$ cat config.mk
export PLATFORM = sky130hd
export DESIGN_NAME = mdio_master
export DESIGN_NICKNAME = d
export VERILOG_FILES = /design/src/rtl/mdio_master_pkg.sv /design/src/rtl/mdio_master_clk.sv /design/src/rtl/mdio_master_shift.sv /design/src/rtl/mdio_master.sv
export SDC_FILE = /design/constraint.sdc
export NUM_CORES = 1
export LEC_CHECK = 0
export ABC_AREA = 1
export BUFFER_PORTS_ARGS = -buffer_cell sky130_fd_sc_hd__buf_2
export CORE_MARGIN = 1
export CORE_UTILIZATION = 48
export DETAILED_ROUTE_END_ITERATION = 6
export PLACE_DENSITY = 0.74
export RECOVER_POWER = 100
export SYNTH_ARGS = -nofsm -noshare
export SYNTH_HDL_FRONTEND = slang
export SYNTH_SLANG_ARGS = --single-unit
export TNS_END_PERCENT = 50
$ cat constraint.sdc
create_clock -name clk -period 1.7 [get_ports clk]
set_input_delay 0.34 -clock clk [delete_from_list [all_inputs] [get_ports clk]]
set_output_delay 0.34 -clock clk [all_outputs]
set_load 0.02 [all_outputs]
$ cat src/rtl/mdio_master_pkg.sv
package mdio_master_pkg;

   localparam int unsigned PHY_AW     = 5;
   localparam int unsigned REG_AW     = 5;
   localparam int unsigned DATA_W     = 16;
   localparam int unsigned PRE_BITS   = 32;
   localparam int unsigned CTRL_BITS  = 2 + 2 + PHY_AW + REG_AW + 2;
   localparam int unsigned FRAME_BITS = PRE_BITS + CTRL_BITS + DATA_W;
   localparam int unsigned TA_IDX     = PRE_BITS + CTRL_BITS - 2;
   localparam int unsigned RD_IDX     = PRE_BITS + CTRL_BITS;

   localparam logic [1:0] SOF_CODE = 2'b01;
   localparam logic [1:0] TA_CODE  = 2'b10;

   typedef enum logic [1:0] {
      OP_WRITE = 2'b01,
      OP_READ  = 2'b10
   } mgmt_op_e;

   typedef enum logic {
      ST_IDLE,
      ST_SHIFT
   } seq_state_e;

   typedef logic [FRAME_BITS-1:0] frame_t;

   function automatic frame_t pack_frame(input mgmt_op_e op,
                                         input logic [PHY_AW-1:0] phy,
                                         input logic [REG_AW-1:0] rg,
                                         input logic [DATA_W-1:0] wd);
      return {{PRE_BITS{1'b1}}, SOF_CODE, op, phy, rg, TA_CODE, wd};
   endfunction

endpackage

$ cat src/rtl/mdio_master_clk.sv
module mdio_master_clk #(
   parameter int unsigned CLK_DIV = 10
) (
   input  logic clk,
   input  logic rst_n,
   input  logic run,
   output logic mdc,
   output logic rise_ev,
   output logic fall_ev
);
   localparam int unsigned HALF = CLK_DIV / 2;

   generate
      if (CLK_DIV < 2 || (CLK_DIV % 2) != 0) begin : g_bad_div
         $error("mdio_master_clk: CLK_DIV must be even and at least 2");
      end

      if (CLK_DIV == 2) begin : g_toggle
         logic ph_q;
         always_ff @(posedge clk or negedge rst_n) begin
            if (!rst_n) ph_q <= 1'b0;
            else        ph_q <= run ? ~ph_q : 1'b0;
         end
         assign rise_ev = run && !ph_q;
         assign fall_ev = run &&  ph_q;
      end else begin : g_count
         localparam int unsigned PH_W = $clog2(CLK_DIV);
         logic [PH_W-1:0] ph_q;
         always_ff @(posedge clk or negedge rst_n) begin
            if (!rst_n)                ph_q <= '0;
            else if (!run || fall_ev)  ph_q <= '0;
            else                       ph_q <= ph_q + 1'b1;
         end
         assign rise_ev = run && (ph_q == PH_W'(HALF - 1));
         assign fall_ev = run && (ph_q == PH_W'(CLK_DIV - 1));
      end
   endgenerate

   always_ff @(posedge clk or negedge rst_n) begin
      if (!rst_n)                mdc <= 1'b0;
      else if (rise_ev)          mdc <= 1'b1;
      else if (fall_ev || !run)  mdc <= 1'b0;
   end

   AST_MDC_ONLY_WHEN_RUN: assert property (@(posedge clk) disable iff (!rst_n)
      mdc |-> run);

endmodule

$ cat src/rtl/mdio_master_shift.sv
module mdio_master_shift
   import mdio_master_pkg::*;
(
   input  logic              clk,
   input  logic              rst_n,
   input  logic              load,
   input  frame_t            frame_in,
   input  logic              rd_op,
   input  logic              rise_ev,
   input  logic              fall_ev,
   input  logic              mdio_i,
   output logic              mdio_o,
   output logic              mdio_oe,
   output logic              last_bit,
   output logic [DATA_W-1:0] rd_word
);
   localparam int unsigned IDX_W = $clog2(FRAME_BITS);

   frame_t           sh_q;
   logic [IDX_W-1:0] idx_q;
   logic [IDX_W-1:0] idx_nx;
   logic             in_rd_window;

   assign idx_nx       = idx_q + 1'b1;
   assign last_bit     = (idx_q == IDX_W'(FRAME_BITS - 1));
   assign in_rd_window = rd_op && (idx_q >= IDX_W'(RD_IDX));

   always_ff @(posedge clk or negedge rst_n) begin
      if (!rst_n) begin
         sh_q    <= '0;
         idx_q   <= '0;
         mdio_o  <= 1'b1;
         mdio_oe <= 1'b0;
      end else if (load) begin
         sh_q    <= frame_in;
         idx_q   <= '0;
         mdio_o  <= frame_in[FRAME_BITS-1];
         mdio_oe <= 1'b1;
      end else if (fall_ev) begin
         if (last_bit) begin
            mdio_o  <= 1'b1;
            mdio_oe <= 1'b0;
         end else begin
            sh_q    <= {sh_q[FRAME_BITS-2:0], 1'b0};
            idx_q   <= idx_nx;
            mdio_o  <= sh_q[FRAME_BITS-2];
            mdio_oe <= !(rd_op && (idx_nx >= IDX_W'(TA_IDX)));
         end
      end
   end

   always_ff @(posedge clk or negedge rst_n) begin
      if (!rst_n)                        rd_word <= '0;
      else if (rise_ev && in_rd_window)  rd_word <= {rd_word[DATA_W-2:0], mdio_i};
   end

   AST_LOAD_DRIVES_LINE: assert property (@(posedge clk) disable iff (!rst_n)
      load |=> mdio_oe && mdio_o);

endmodule

$ cat src/rtl/mdio_master.sv
module mdio_master
   import mdio_master_pkg::*;
#(
   parameter int unsigned CLK_DIV = 10
) (
   input  logic              clk,
   input  logic              rst_n,
   input  logic              cmd_start,
   input  logic              cmd_write,
   input  logic [PHY_AW-1:0] cmd_phy,
   input  logic [REG_AW-1:0] cmd_reg,
   input  logic [DATA_W-1:0] cmd_wdata,
   output logic              busy,
   output logic              done,
   output logic [DATA_W-1:0] rd_data,
   output logic              mdc,
   output logic              mdio_o,
   output logic              mdio_oe,
   input  logic              mdio_i
);
   seq_state_e state_q;
   logic       rd_op_q;
   logic       accept;
   logic       rise_ev;
   logic       fall_ev;
   logic       last_bit;
   frame_t     frame_in;

   assign busy     = (state_q == ST_SHIFT);
   assign accept   = (state_q == ST_IDLE) && cmd_start;
   assign frame_in = pack_frame(cmd_write ? OP_WRITE : OP_READ, cmd_phy, cmd_reg, cmd_wdata);

   always_ff @(posedge clk or negedge rst_n) begin
      if (!rst_n) begin
         state_q <= ST_IDLE;
         rd_op_q <= 1'b0;
         done    <= 1'b0;
      end else begin
         done <= 1'b0;
         case (state_q)
            ST_IDLE: if (cmd_start) begin
               state_q <= ST_SHIFT;
               rd_op_q <= !cmd_write;
            end
            ST_SHIFT: if (fall_ev && last_bit) begin
               state_q <= ST_IDLE;
               done    <= 1'b1;
            end
            default: state_q <= ST_IDLE;
         endcase
      end
   end

   mdio_master_clk #(.CLK_DIV(CLK_DIV)) u_clk (
      .clk     (clk),
      .rst_n   (rst_n),
      .run     (busy),
      .mdc     (mdc),
      .rise_ev (rise_ev),
      .fall_ev (fall_ev)
   );

   mdio_master_shift u_shift (
      .clk      (clk),
      .rst_n    (rst_n),
      .load     (accept),
      .frame_in (frame_in),
      .rd_op    (rd_op_q),
      .rise_ev  (rise_ev),
      .fall_ev  (fall_ev),
      .mdio_i   (mdio_i),
      .mdio_o   (mdio_o),
      .mdio_oe  (mdio_oe),
      .last_bit (last_bit),
      .rd_word  (rd_data)
   );

   AST_IDLE_QUIET: assert property (@(posedge clk) disable iff (!rst_n)
      !busy |-> (!mdio_oe && !mdc));
   AST_DONE_AT_END: assert property (@(posedge clk) disable iff (!rst_n)
      $fell(busy) |-> done);
   AST_DONE_SINGLE: assert property (@(posedge clk) disable iff (!rst_n)
      done |=> !done);
   AST_START_IGNORED: assert property (@(posedge clk) disable iff (!rst_n)
      (busy && cmd_start) |=> $stable(rd_op_q));
   AST_RELEASE_ONLY_READ: assert property (@(posedge clk) disable iff (!rst_n)
      ($fell(mdio_oe) && busy) |-> rd_op_q);
   AST_DATA_ON_FALL: assert property (@(posedge clk) disable iff (!rst_n)
      !$stable(mdio_o) |-> $fell(mdc));

endmodule

# [Word-level counts from Yosys, hierarchy flattened]
# Index checks and enable logic that the tools add are counted.
[op_classes] magnitude_cmp=2 n_eq_ne=4 n_bitwise=1 mux=21 addsub=2 reduce_logical=15 mul=0 div=0 n_shift=0
[ops] operator="2-to-1 mux 63 bit" n=3
[ops] operator="2-to-1 mux 6 bit" n=3
[ops] operator=">= comparator 6 bit (second input constant)" n=2
[ops] operator="2-to-1 mux 1 bit" n=12
[ops] operator="logical AND 1 bit" n=7
[ops] operator="adder 6 x 1 -> 6 bit (second input constant)" n=1
[ops] operator="== test 6 bit (second input constant)" n=1
[ops] operator="adder 4 x 1 -> 4 bit (second input constant)" n=1
[ops] operator="== test 4 x 3 -> 1 bit (second input constant)" n=1
[ops] operator="== test 4 bit (second input constant)" n=1
[ops] operator="2-to-1 mux 4 bit" n=1
[ops] operator="AND reduction 2 bit" n=2
[ops] operator="nonzero test 2 bit" n=2
[ops] operator="logical NOT 1 bit" n=3
[ops] operator="2-to-1 mux 2 bit" n=1
[ops] operator="inequality test 2 bit (second input constant)" n=1
[ops] operator="one-hot mux 1 bit (2 select lines)" n=1
[ops] operator="logical OR 1 bit" n=1
[ops] operator="NOT 1 bit" n=1
[totals] mem_bits_ro=0 elab_cells=55 mem_count=0 in_bits=31 output_inout_bits=21 latchBits=0 ram_bits=0 register_bits=95

# [Logic depth before layout (Yosys ltp)]
[depth] word_depth=7 mapped_depth=11 ltp_nobuf=10

# [Modules after synthesis]
# Synthesis repeated with hierarchy kept, for this count alone.
[hier_totals] hier_cells=501 hier_area_um2=4220.3
[modules_own_cells] module="mdio_master_shift" cells_each=456 seq_area_each_um2=2178.3 instances=1 area_each_um2=3812.4
[modules_own_cells] module="mdio_master_clk" cells_each=29 seq_area_each_um2=125.1 instances=1 area_each_um2=280.3
[modules_own_cells] module="mdio_master" cells_each=16 seq_area_each_um2=75.1 instances=1 area_each_um2=127.6

# [Least setup slack after synthesis]
# OpenSTA, ideal clock, no wires.
[synth_timing] path_kind="reg-to-reg" start="register u_shift.idx_q[0]" end="register u_shift.sh_q[28]" period_less_slack_ns=1.505 required_ns=1.576 path_stages_with_launch=12 n_path_buf=2 slack_ns=0.195 setup_ns=0.124 arrival_ns=1.382 path_cell_list="dfrtp_1 > ha_1 > nand2_1 > inv_1 > nand3_1 > nand2_2 > nand2_2 > inv_2 > buf_6 > buf_6 > nand2_1 > nand2_1"
[synth_between] elab_chain_len=3
[synth_rtl] element="start: declaration" line="mdio_master_shift.sv:20" rtl="logic [IDX_W-1:0] idx_q;"
[synth_rtl] element="start signal: assignment" line="mdio_master_shift.sv:45" rtl="idx_q <= idx_nx;"
[synth_rtl] element="== test 6 bit" line="mdio_master_shift.sv:25" rtl="assign last_bit = (idx_q == IDX_W'(FRAME_BITS - 1));"
[synth_rtl] element="inequality test 2 bit (no line)"
[synth_rtl] element="AND reduction 2 bit (no line)"
[synth_rtl] element="end signal: assignment" line="mdio_master_shift.sv:35" rtl="sh_q <= frame_in;"
[synth_rtl] element="end signal: assignment" line="mdio_master_shift.sv:44" rtl="sh_q <= {sh_q[FRAME_BITS-2:0], 1'b0};"
[synth_rtl] element="end: declaration" line="mdio_master_shift.sv:19" rtl="frame_t sh_q;"
# No other way between the ends.
# A chain may end at the register's enable or synchronous reset.

# [Worst setup path in the final report]
[layout_timing] start="register u_clk.g_count.ph_q[1]" end="register u_shift.sh_q[49]"
[layout_between] elab_chain_len=4
[layout_rtl] element="start: declaration" line="mdio_master_clk.sv:28" rtl="logic [PH_W-1:0] ph_q;"
[layout_rtl] element="start signal: assignment" line="mdio_master_clk.sv:32" rtl="else ph_q <= ph_q + 1'b1;"
[layout_rtl] element="== test 4 bit" line="mdio_master_clk.sv:35" rtl="assign fall_ev = run && (ph_q == PH_W'(CLK_DIV - 1));"
[layout_rtl] element="logical AND 1 bit" line="mdio_master_clk.sv:35"
[layout_rtl] element="nonzero test 2 bit (no line)"
[layout_rtl] element="AND reduction 2 bit (no line)"
# No other way between the ends.

==> reports/qor.yml <==
global_route:
  grt_first_pass_wirelength_mm: 13.3
  grt_max_degree: 40
  grt_antenna_before_repair: 0
  overflow: 0
  grt_pass1_vias: 3029
  grt_usage: 0.191
status:
  status: "complete, no violations"
logic_synthesis:
  syn_avg_cell_area_sq_um: 9.04
  yosysSeqAreaShare: 0.585
  ys_ff_latch: 95
  syn_nets: 486
  synth_area_sq_mm: 0.00407
  ys_warn_count: 0
  yosysUniqueCellTypes: 28
  synthCells: 450
timing:
  max_slew_margin: 0.613
  maxSlewViolCount: 0
  clock.fmax_mhz: 615
  hold_viol: 0
  setup_viol: 0
  skew_ns: 0.00999
  hold_ws_ns: 0.183
  finalCritPeriodShare: 0.956
  worstMarginPinSlew_ns: 0.581
  layout_min_cycle_time_ns: 1.63
die:
  coreArea_sq_mm: 0.00822
  dieArea_sq_mm: 0.00885
  die_x_um: 94.1
  rows: 33
  die_y_um: 94.1
  initial_utilization: 0.495
  ioPinCount: 52
setup_path:
  cp.required_ns: 1.97
  rrSetupSlack_ns: 0.07
  crit_chain: "inv_1, ha_4, nand3_4, nor2_4, nand2_4, nand2_8, buf_12, o21ai_0, o21ai_0"
  regToRegEndpoint: "u_shift.sh_q[49]$_DFFE_PN0P_"
  cp_slowest_cell: "dfrtp_1"
  crit_end: "u_shift.sh_q[49]$_DFFE_PN0P_"
  crit_path_start: "u_clk.g_count.ph_q[1]$_DFF_PN0_"
  crit_path_max_incr_delay_ns: 0.40
  cp-end-kind: "register"
  cpMostUsedCell: "o21ai_0"
  critPathArrivalTime_ns: 1.89
  r2r_start: "u_clk.g_count.ph_q[1]$_DFF_PN0_"
  start_kind: "register"
  crit_type: "reg2reg"
  crit_path_max_fanout: 20
  rr_worst_depth: 9
placed_design:
  dpl.hpwl_mm: 5.10
  io_buffer_count: 51
  place.gp.congestion: 0.771
cells_and_area:
  antenna_cells: 0
  num-fill-cells: 735
  multi_input_area_sq_mm: 0.00142
  area_delta_synth_final_pct: 15.3
  nets: 539
  drive_gt1_frac: 0.189
  fin_util: 0.571
  seqCellArea_sq_mm: 0.00238
power:
  finalPower_mw: 7.30
  power.leakage_nw: 2.35
  p_per_area_mw_per_mm2: 1560
  ir_drop_mv: 0.561
clocking:
  cts-root-buf: "clkbuf_8"
  h-tree-depth: 3
  cts.sinks: 95
  clkLatencyLatePin_ns: 0.36
  cts_buffers: 9
  clk_pin_slew_worst_paths_ns: 0.09
  cts_tree: "yes"
  cts_buffer_depth: 2
route:
  drt_iter0_drc: 169
  post_drt_wl_per_cell_um: 12.7
  vias: 3167
  finalWirelength_mm: 7.77
  vias_per_cell: 5.17
  drc: 0
  first_pass_iters: 4
  ant_nets: 0
worst_hold_path:
  min-delay-path-class: "in2reg"
run:
  cap_violations: 0
-- registers in the layout (all words and copies together), names as in the netlist --
signal,flops
u_shift.rd_word,16
u_shift.sh_q,63
u_shift.mdio_oe,1
u_shift.idx_q,6
u_clk.g_count.ph_q,4
rd_op_q,1
busy,1
u_shift.mdio_o,1
done,1
u_clk.mdc,1
-- per-stage QoR --
stage	area [sq um]	worst slack [ns]	instances	TNS (ns)
final	4690	0.0748	613	0
after detailed placement	4420	-0.0731	595	-1.38
after floorplan	4070	0.195	450	0
after global placement	4420	0.00767	595	0
after global routing	4690	-0.0171	613	-0.0523
after CTS	4630	-0.0234	612	-0.0765
-- critical path: cells and delay by family, from the launching register on --
family / cells / cell delay (ns)
adders and majority gates: 1 / 0.16
DFF: 1 / 0.40
and+or+nand+nor: 4 / 0.52
AOI/OAI and AO/OA: 2 / 0.18
buffers and inverters: 2 / 0.27
-- layer usage --
| layer | GRT usage | share of wire | up-vias |
|---|---|---|---|
| li1 | - | - | 1565 |
| met1 | 0.244 | 0.46 | 1525 |
| met2 | 0.321 | 0.49 | 71 |
| met3 | 0.0542 | 0.043 | 6 |
| met4 | 0.0474 | 0.0039 | 0 |
| met5 | 0 | 0 | - |
-- synthesized netlist by cell type --
cell type  number  area share
nand3_2         1      0.0025
nor2_1         21       0.019
o21bai_1        1      0.0018
nand2_2         2      0.0031
nand3_1        59       0.073
clkbuf_1        7      0.0065
nor2_2          2      0.0031
inv_1          33       0.030
dfrtp_1        94        0.58
buf_2           9       0.011
buf_6           8       0.022
buf_4           1      0.0018
dfstp_2         1      0.0065
nand4_1         1      0.0015
ha_1            5       0.015
inv_2           3      0.0028
o211ai_1       11       0.020
a21oi_1        10       0.012
inv_4           1      0.0015
o21ai_0        45       0.055
nor3_1          1      0.0012
clkbuf_2        1      0.0012
nand2_1       123        0.11
o21ai_1         3      0.0037
or2_2           2      0.0031
o22ai_1         3      0.0046
xnor2_1         1      0.0022
xor2_1          1      0.0022
-- cells by family after synthesis --
logic type / share of synthesized area
AO/OA/AOI/OAI: 0.0981
XOR/XNOR: 0.00431
adder cells (fa/ha/maj): 0.0154
buffers and inverters: 0.0775
flip-flops: 0.585
AND/OR/NAND/NOR: 0.220
-- power breakdown --
| group | total [mW] | internal (mW) | switching (mW) |
|---|---|---|---|
| Clock | 1.48 | 0.682 | 0.794 |
| Sequential | 3.66 | 3.16 | 0.499 |
| Combinational | 2.17 | 0.878 | 1.29 |
-- layout by cell type (no fill, tap or decap), types with 2 or more instances in the layout --
master      netlist  final
clkbuf_8          0      9
inv_2             3      2
a21oi_1          10     10
o22ai_1           3      3
nand3_1          59     59
clkbuf_4          0      2
buf_2             9     50
buf_12            0      2
o21ai_1           3      3
clkinv_2          0      2
o211ai_1         11     11
clkbuf_2          1      2
nor2_1           21     21
or2_2             2      2
buf_6             8      2
ha_1              5      4
clkinvlp_4        0      2
o21ai_0          45     45
nand2_1         123    123
buf_4             1      9
dfrtp_1          94     94
inv_6             0      2
inv_1            33     33
-- worst min path at each step --
stage | start | to | slack (ns) | cells after the start
5_1_grt | cmd_reg[4] | u_shift.sh_q[22]$_DFFE_PN0P_ | 0.17 | 3
3_3_place_gp | rst_n | u_clk.g_count.ph_q[2]$_DFF_PN0_ | 0.27 | 1
6_report | mdio_i | u_shift.rd_word[0]$_DFFE_PN0P_ | 0.18 | 3
2_1_floorplan | rst_n | busy$_DFF_PN0_ | 0.04 | 0
4_1_cts | mdio_i | u_shift.rd_word[0]$_DFFE_PN0P_ | 0.17 | 3
3_5_place_dp | rst_n | u_clk.g_count.ph_q[3]$_DFF_PN0_ | 0.27 | 1
-- repair_timing --
action                                  4_1_cts  5_1_grt
hold endpoints to repair                     20        0
hold buffers                                  1        0
resized for setup                             1       18
pin swaps                                     0        2
setup buffers                                 0        1
endpoints found under the setup margin       38       72
-- final cells by class --
class | instances | share of cell area
clock inverter | 7 | 0.0155
timing repair buffer | 68 | 0.0886
tap | 105 | 0.0280
clock buffer | 9 | 0.0264
inverter | 37 | 0.0323
sequential | 95 | 0.507
multi-input combinational | 292 | 0.302
Note: power is estimated with default switching activity, not from simulation.
